[src/rtl/uart_fifo_pkg.sv]
// Package: shared control-word types and the receive threshold decode.
// Assumes DEPTH is a multiple of 4 and at least 4.
package uart_fifo_pkg;

    typedef enum logic [1:0] {
        TRIG_ONE       = 2'b00,
        TRIG_QUARTER   = 2'b01,
        TRIG_HALF      = 2'b10,
        TRIG_NEAR_FULL = 2'b11
    } rx_trig_e;

    typedef struct packed {
        rx_trig_e trig;
        logic     burst;
        logic     fifo_on;
    } fcr_cfg_t;

    // Receive threshold in characters for a given code and mode.
    function automatic int unsigned trig_count(rx_trig_e t, logic on, int unsigned depth);
        if (!on) return 1;
        case (t)
            TRIG_QUARTER:   return depth / 4;
            TRIG_HALF:      return depth / 2;
            TRIG_NEAR_FULL: return depth - 2;
            default:        return 1;
        endcase
    endfunction

endpackage

[src/rtl/uart_fcr_regs.sv]
// Control word register. It holds the enable, DMA mode and trigger fields.
// A write produces one-cycle clear pulses for the self-clearing FIFO resets and for an enable change.
// It also runs the settling counter. Assumes cfg_we lasts one cycle per write.
module uart_fcr_regs
    import uart_fifo_pkg::*;
#(
    parameter int unsigned SETTLE = 8
) (
    input  logic        clk,
    input  logic        rst_n,
    input  logic        cfg_we,
    input  logic [7:0]  cfg_byte,
    output fcr_cfg_t    cfg,
    output logic        tx_clr,
    output logic        rx_clr,
    output logic        busy
);
    localparam int unsigned BW = $clog2(SETTLE + 1);

    logic          en_flip;
    logic [BW-1:0] settle_q;

    // Decode the clear pulses from the incoming write.
    always_comb begin
        en_flip = cfg_we && (cfg_byte[0] != cfg.fifo_on);
        tx_clr  = en_flip || (cfg_we && cfg_byte[2]);
        rx_clr  = en_flip || (cfg_we && cfg_byte[1]);
    end

    // Register the persistent fields. Bits 2:1 and 5:4 are not stored.
    always_ff @(posedge clk) begin
        if (!rst_n) begin
            cfg <= '{trig: TRIG_ONE, burst: 1'b0, fifo_on: 1'b0};
        end else if (cfg_we) begin
            cfg <= '{trig: rx_trig_e'(cfg_byte[7:6]), burst: cfg_byte[3], fifo_on: cfg_byte[0]};
        end
    end

    // Settling counter: reload on any clear, count down to zero.
    always_ff @(posedge clk) begin
        if (!rst_n) begin
            settle_q <= '0;
        end else if (tx_clr || rx_clr) begin
            settle_q <= BW'(SETTLE);
        end else if (settle_q != '0) begin
            settle_q <= settle_q - 1'b1;
        end
    end

    assign busy = (settle_q != '0);

endmodule

[src/rtl/uart_fifo_level.sv]
// Occupancy counter for one FIFO side. Capacity is DEPTH in FIFO mode and 1 otherwise.
// Pushes at capacity, pops at zero and any strobe while held are dropped. A clear wins over strobes.
module uart_fifo_level #(
    parameter int unsigned DEPTH = 16,
    localparam int unsigned CW   = $clog2(DEPTH + 1)
) (
    input  logic          clk,
    input  logic          rst_n,
    input  logic          clr,
    input  logic          hold,
    input  logic          fifo_on,
    input  logic          push,
    input  logic          pop,
    output logic [CW-1:0] level
);
    logic [CW-1:0] cap;
    logic          inc, dec;

    // Qualify the strobes against capacity and the settling hold.
    always_comb begin
        cap = fifo_on ? CW'(DEPTH) : CW'(1);
        inc = push && !hold && (level < cap);
        dec = pop  && !hold && (level != '0);
    end

    // Update the occupancy.
    always_ff @(posedge clk) begin
        if (!rst_n || clr) begin
            level <= '0;
        end else if (inc && !dec) begin
            level <= level + 1'b1;
        end else if (dec && !inc) begin
            level <= level - 1'b1;
        end
    end

endmodule

[src/rtl/uart_dma_req.sv]
// DMA request generation for both directions.
// Single mode follows the empty and non-empty state. Burst mode latches a request until the far limit.
// Both requests are withdrawn while the settling window is open.
module uart_dma_req
    import uart_fifo_pkg::*;
#(
    parameter int unsigned DEPTH = 16,
    localparam int unsigned CW   = $clog2(DEPTH + 1)
) (
    input  logic          clk,
    input  logic          rst_n,
    input  fcr_cfg_t      cfg,
    input  logic          busy,
    input  logic [CW-1:0] tx_level,
    input  logic [CW-1:0] rx_level,
    input  logic          rx_hit,
    output logic          dma_tx_req_n,
    output logic          dma_rx_req_n
);
    logic [CW-1:0] cap;
    logic          tx_burst_q, rx_burst_q;
    logic          tx_want, rx_want;

    // Request conditions for the selected mode.
    always_comb begin
        cap     = cfg.fifo_on ? CW'(DEPTH) : CW'(1);
        tx_want = (tx_level == '0) || (cfg.burst && tx_burst_q && (tx_level != cap));
        rx_want = cfg.burst ? (rx_hit || (rx_burst_q && (rx_level != '0)))
                            : (rx_level != '0);
        dma_tx_req_n = !(tx_want && !busy);
        dma_rx_req_n = !(rx_want && !busy);
    end

    // Remember an open burst from cycle to cycle.
    always_ff @(posedge clk) begin
        if (!rst_n) begin
            tx_burst_q <= 1'b0;
            rx_burst_q <= 1'b0;
        end else begin
            tx_burst_q <= tx_want;
            rx_burst_q <= rx_want;
        end
    end

endmodule

[src/rtl/uart_fifo_ctrl.sv]
// Top of the UART FIFO control section. It ties the control register, two occupancy counters and the DMA request logic together.
// It derives the threshold-based interrupt and flow control output.
// Assumes push and pop strobes are one cycle per character.
module uart_fifo_ctrl
    import uart_fifo_pkg::*;
#(
    parameter int unsigned DEPTH  = 16,
    parameter int unsigned SETTLE = 8,
    localparam int unsigned CW    = $clog2(DEPTH + 1)
) (
    input  logic          clk,
    input  logic          rst_n,
    input  logic          cfg_we,
    input  logic [31:0]   cfg_wdata,
    input  logic          afc_en,
    input  logic          tx_push,
    input  logic          tx_pop,
    input  logic          rx_push,
    input  logic          rx_pop,
    output logic [CW-1:0] tx_level,
    output logic [CW-1:0] rx_level,
    output logic          busy,
    output logic          rx_avail_irq,
    output logic          rts_n,
    output logic          dma_tx_req_n,
    output logic          dma_rx_req_n
);
    fcr_cfg_t      cfg;
    logic          tx_clr, rx_clr;
    logic          fifo_on_w, burst_w;
    logic [CW-1:0] thr;
    logic          rx_hit;
    logic          unused_rsvd;

    assign unused_rsvd = ^{cfg_wdata[31:8], cfg_wdata[5:4]};
    assign fifo_on_w   = cfg.fifo_on;
    assign burst_w     = cfg.burst;

    uart_fcr_regs #(.SETTLE(SETTLE)) regs_i (
        .clk      (clk),
        .rst_n    (rst_n),
        .cfg_we   (cfg_we),
        .cfg_byte (cfg_wdata[7:0]),
        .cfg      (cfg),
        .tx_clr   (tx_clr),
        .rx_clr   (rx_clr),
        .busy     (busy)
    );

    uart_fifo_level #(.DEPTH(DEPTH)) tx_lvl_i (
        .clk     (clk),
        .rst_n   (rst_n),
        .clr     (tx_clr),
        .hold    (busy),
        .fifo_on (cfg.fifo_on),
        .push    (tx_push),
        .pop     (tx_pop),
        .level   (tx_level)
    );

    uart_fifo_level #(.DEPTH(DEPTH)) rx_lvl_i (
        .clk     (clk),
        .rst_n   (rst_n),
        .clr     (rx_clr),
        .hold    (busy),
        .fifo_on (cfg.fifo_on),
        .push    (rx_push),
        .pop     (rx_pop),
        .level   (rx_level)
    );

    // Threshold compare that feeds the interrupt, flow control and receive DMA.
    always_comb begin
        thr          = CW'(trig_count(cfg.trig, cfg.fifo_on, DEPTH));
        rx_hit       = (rx_level >= thr);
        rx_avail_irq = rx_hit;
        rts_n        = afc_en && rx_hit;
    end

    uart_dma_req #(.DEPTH(DEPTH)) dma_i (
        .clk          (clk),
        .rst_n        (rst_n),
        .cfg          (cfg),
        .busy         (busy),
        .tx_level     (tx_level),
        .rx_level     (rx_level),
        .rx_hit       (rx_hit),
        .dma_tx_req_n (dma_tx_req_n),
        .dma_rx_req_n (dma_rx_req_n)
    );

endmodule

[config.mk]
export PLATFORM = sky130hd
export DESIGN_NAME = uart_fifo_ctrl
export DESIGN_NICKNAME = d
export VERILOG_FILES = /design/src/rtl/uart_fifo_pkg.sv /design/src/rtl/uart_fcr_regs.sv /design/src/rtl/uart_fifo_level.sv /design/src/rtl/uart_dma_req.sv /design/src/rtl/uart_fifo_ctrl.sv
export SDC_FILE = /design/constraint.sdc
export NUM_CORES = 1
export LEC_CHECK = 0
export BUFFER_PORTS_ARGS = -buffer_cell sky130_fd_sc_hd__buf_2
export CAP_MARGIN = 5
export CORE_ASPECT_RATIO = 0.6
export CORE_MARGIN = 1.5
export CORE_UTILIZATION = 35
export DETAILED_ROUTE_END_ITERATION = 8
export GPL_TIMING_DRIVEN = 1
export PLACE_DENSITY = 0.68
export SLEW_MARGIN = 40
export SYNTH_ARGS = -nofsm -noshare
export SYNTH_HDL_FRONTEND = slang
export SYNTH_SLANG_ARGS = --single-unit
[constraint.sdc]
create_clock -name clk -period 3.2 [get_ports clk]
set_clock_uncertainty 0.1 [all_clocks]
set_input_delay 0.64 -clock clk [delete_from_list [all_inputs] [get_ports clk]]
set_output_delay 0.64 -clock clk [all_outputs]
set_load 0.02 [all_outputs]
==> flow_summary_export.csv <==
group,metric,value,unit
clocking,cts_buffer_depth,2,
floorplanning,boundaryPins,55,
drt,vias,1194,
setup_path,data_arrival_critical_path,3090,ps
logic_synthesis,synth_compound_area_frac,0.163,
drt,drt_first_iter_violations,45,
drt,drtAntennaViolNets,0,
clocking,postCtsSetupBuffers,0,
grt,grt_pass1_wl,5070,um
place,portBuffers,28,
setup_path,critical_path.startpoint_type,"register",
sta,timing.slew.headroom,0.736,
clocking,htree_levels,1,
setup_path,critical_path_cell_count,10,
clocking,clock_sinks,20,
sta,fin_setup_tns,0,ps
logic_synthesis,synth_nets,224,
clocking,cts-root-buf,"sky130_fd_sc_hd__clkbuf_8",
drt,drc_viols,0,
final_layout,post_route_cells_drive_above_1_share,0.245,
floorplanning,initial_cell_density_of_the_core,0.372,
hold_path,timing.hold.worst.class,"reg -> reg",
job,cap_viol_max_count,0,
setup_path,worstPathMaxFanout,4,
pwr,p_leak,0.796,nW
final_layout,area_delta_synth_final,20.9,%
sta,finalWorstPathRequiredPeriod,3030,ps
logic_synthesis,synthAdderAreaFrac,0.183,
hold_path,cell_depth_of_the_worst_min_delay_path,2,
clocking,numCtsBuffers,3,
setup_path,crit_path_end_kind,"register",
sta,setup_viol,0,
setup_path,critPathMaxStageDelay,560,ps
logic_synthesis,synthXorXnorAreaFrac,0.0434,
logic_synthesis,netlist_instances,165,
clocking,worst_skew_pair.late_latency,260,ps
logic_synthesis,portion_of_synthesized_cell_area_occupied_by_the_leading_cell_type,0.289,
grt,grt_start_max_net_pins,13,
run_status,outcome,"finished clean",
setup_path,path_delay_family,"simple AND/OR/NAND/NOR gates",
setup_path,rr_worst_depth,10,
final_layout,antenna_cells_inserted,0,
sta,grt_setup_unrepaired,"no",
logic_synthesis,yosys_most_used_dff,"sky130_fd_sc_hd__dfxtp_1",
sta,worst-slew-pin-transition,386,ps
logic_synthesis,synth-edff-count,0,
clocking,cts_resized,0,
final_layout,multi_input_comb_area,905,sq um
floorplanning,core-area,3720,sq um
setup_path,critPathKind,"reg -> reg",
grt,gr-usage-all-layers,0.146,
drt,drt_pre_antenna_iters,4,
logic_synthesis,synth_warnings,0,
sta,number_of_hold_violations_in_the_final_report,0,
final_layout,design.final.nets,256,
final_layout,finalInstanceArea,1670,sq um
floorplanning,floorplan.rows,17,
logic_synthesis,synth-seq-cells,20,
pwr,power_density,949,nW/um^2
logic_synthesis,share_of_synthesized_area_occupied_by_flip_flops_and_latches,0.289,
setup_path,worst_path_max_delay_cell,"sky130_fd_sc_hd__or4_4",
place,hpwlAfterDp,2400,um
clocking,postCtsHoldBufs,0,
logic_synthesis,synth-async-reset-ratio,0,
logic_synthesis,synth_top_cells_by_area,"sky130_fd_sc_hd__dfxtp_1 29%, sky130_fd_sc_hd__ha_1 15%, sky130_fd_sc_hd__nor2_1 6.5%",
setup_path,cp.required,3260,ps
drt,post_drt_wl_per_cell,12.5,um
setup_path,timing.critical_path.cells,"or4_4 -> o21ai_0 -> and4b_1 -> ha_1 -> inv_1 -> ha_1 -> or2_2 -> o22ai_2 -> mux2i_1 -> mux2_2",
logic_synthesis,area_share_of_and_or_nand_nor_cells_after_synthesis,0.203,
clocking,tritoncts,"yes",
sta,slew_violations,0,
setup_path,critical_path.most_common_cell,"sky130_fd_sc_hd__ha_1",
drt,detail_route.wirelength,3050,um
logic_synthesis,yosys-top-cells-count,"24 x sky130_fd_sc_hd__nor2_1, 20 x sky130_fd_sc_hd__dfxtp_1, 18 x sky130_fd_sc_hd__inv_1, 17 x sky130_fd_sc_hd__ha_1, 11 x sky130_fd_sc_hd__a21oi_1",
pwr,ir_worst_vdd,339,uV
logic_synthesis,netlist_area,1380,sq um
final_layout,fillers,367,
final_layout,final-instance-count-excl-fill,243,
final_layout,regArea,400,sq um
grt,globalRoute.totalOverflow,0,
logic_synthesis,yosys.cell_count.top_type,"sky130_fd_sc_hd__nor2_1",
setup_path,critical_path_buf_inv_count,1,
floorplanning,chipHeight,51.7,um
floorplanning,die_area,4350,sq um
clocking,path_clk_slew,80,ps
place,globalplace.congestion,0.862,
sta,max_clock_freq,330,MHz
grt,grt_antenna_before_repair,0,
logic_synthesis,synth.distinct_cells,43,
sta,final_min_period_over_clock_period,0.947,
floorplanning,floorplan.die.width,84.2,um
place,placedInstanceArea,1590,sq um
pwr,power.total,0.00159,W
logic_synthesis,yosysTopAreaCell,"sky130_fd_sc_hd__dfxtp_1",
logic_synthesis,synth_mux_area_frac,0.0515,
logic_synthesis,syn_avg_cell_area,8.39,sq um
place,dpl.cell_count,239,
grt,via_count_of_the_first_global_routing_pass,1130,
drt,vias_per_cell,4.91,
logic_synthesis,synth_top_family_by_area,"simple AND/OR/NAND/NOR gates",
## worst register-to-register path: cells and delay by family (launching register included)
family,cells,cell delay (ps)
buf+inv,1,120
simple gates,3,1100
flops,1,320
compound gates,2,280
mux,2,550
fa+ha+maj,2,450
## power by group
part / internal [W] / total, W / switching [W]
registers: 0.000307 / 0.000363 / 0.0000555
logic: 0.000418 / 0.000966 / 0.000548
clock network: 0.000167 / 0.000259 / 0.0000919
## stage by stage
| step | hold slack (ps) | util | worst slack, ps |
|---|---|---|---|
| 2_1_floorplan | 370 | - | 285 |
| 3_3_place_gp | 403 | 0.427 | 203 |
| 3_5_place_dp | 405 | 0.427 | 87.2 |
| 4_1_cts | 424 | 0.446 | 59.2 |
| 5_1_grt | 482 | 0.449 | 22.3 |
| 6_report | 419 | 0.449 | 171 |
## cells in the final DEF, fill, tap and decap left out, types with 3 or more instances in the layout
cell,netlist,routed
sky130_fd_sc_hd__ha_1,17,17
sky130_fd_sc_hd__nor3_1,4,4
sky130_fd_sc_hd__o21ai_0,3,3
sky130_fd_sc_hd__xnor2_1,3,3
sky130_fd_sc_hd__dfxtp_1,20,20
sky130_fd_sc_hd__a21oi_1,11,11
sky130_fd_sc_hd__mux2i_1,6,6
sky130_fd_sc_hd__nand3_1,5,5
sky130_fd_sc_hd__nand2_1,7,7
sky130_fd_sc_hd__buf_4,1,4
sky130_fd_sc_hd__buf_2,2,28
sky130_fd_sc_hd__nor2_1,24,24
sky130_fd_sc_hd__clkbuf_8,0,3
sky130_fd_sc_hd__and2_1,3,3
sky130_fd_sc_hd__inv_1,18,18
## metal layers
metal  vias to the layer above  share of wire  GRT usage
met1                       539           0.56      0.212
li1                        633              -          -
met5                         -              0          0
met4                         0         0.0033     0.0164
met3                         2          0.035     0.0397
met2                        20           0.40      0.223
## cell families after synthesis
kind of cell | after synthesis
AND/OR/NAND/NOR | 57
AO/OA/AOI/OAI | 33
buffers and inverters | 23
flip-flops | 20
adder cells (fa/ha/maj) | 19
multiplexers | 7
XOR/XNOR | 6
## registers in the layout, summed over array words and instances, names as in the netlist
signal and flops:
rx_lvl_i.level 5, tx_lvl_i.level 5, regs_i.cfg 4, regs_i.settle_q 4
dma_i.rx_burst_q 1, dma_i.tx_burst_q 1
## worst paths after layout
check / startpoint / to / slack, ps
max: rx_lvl_i.level[0]$_SDFFE_PP0P_ / rx_lvl_i.level[4]$_SDFFE_PP0P_ / 170
min reg2reg: regs_i.settle_q[1]$_SDFFE_PP0P_ / regs_i.settle_q[1]$_SDFFE_PP0P_ / 420
min: regs_i.settle_q[1]$_SDFFE_PP0P_ / regs_i.settle_q[1]$_SDFFE_PP0P_ / 420
max reg2reg: rx_lvl_i.level[0]$_SDFFE_PP0P_ / rx_lvl_i.level[4]$_SDFFE_PP0P_ / 170
## layout make-up
class / count / area share
multi-input combinational: 122 / 0.541
sequential: 20 / 0.239
timing repair buffer: 32 / 0.102
inverter: 18 / 0.0404
tap: 47 / 0.0352
clock buffer: 3 / 0.0247
clock inverter: 1 / 0.0180
Note: power is estimated with default switching activity, not from simulation.
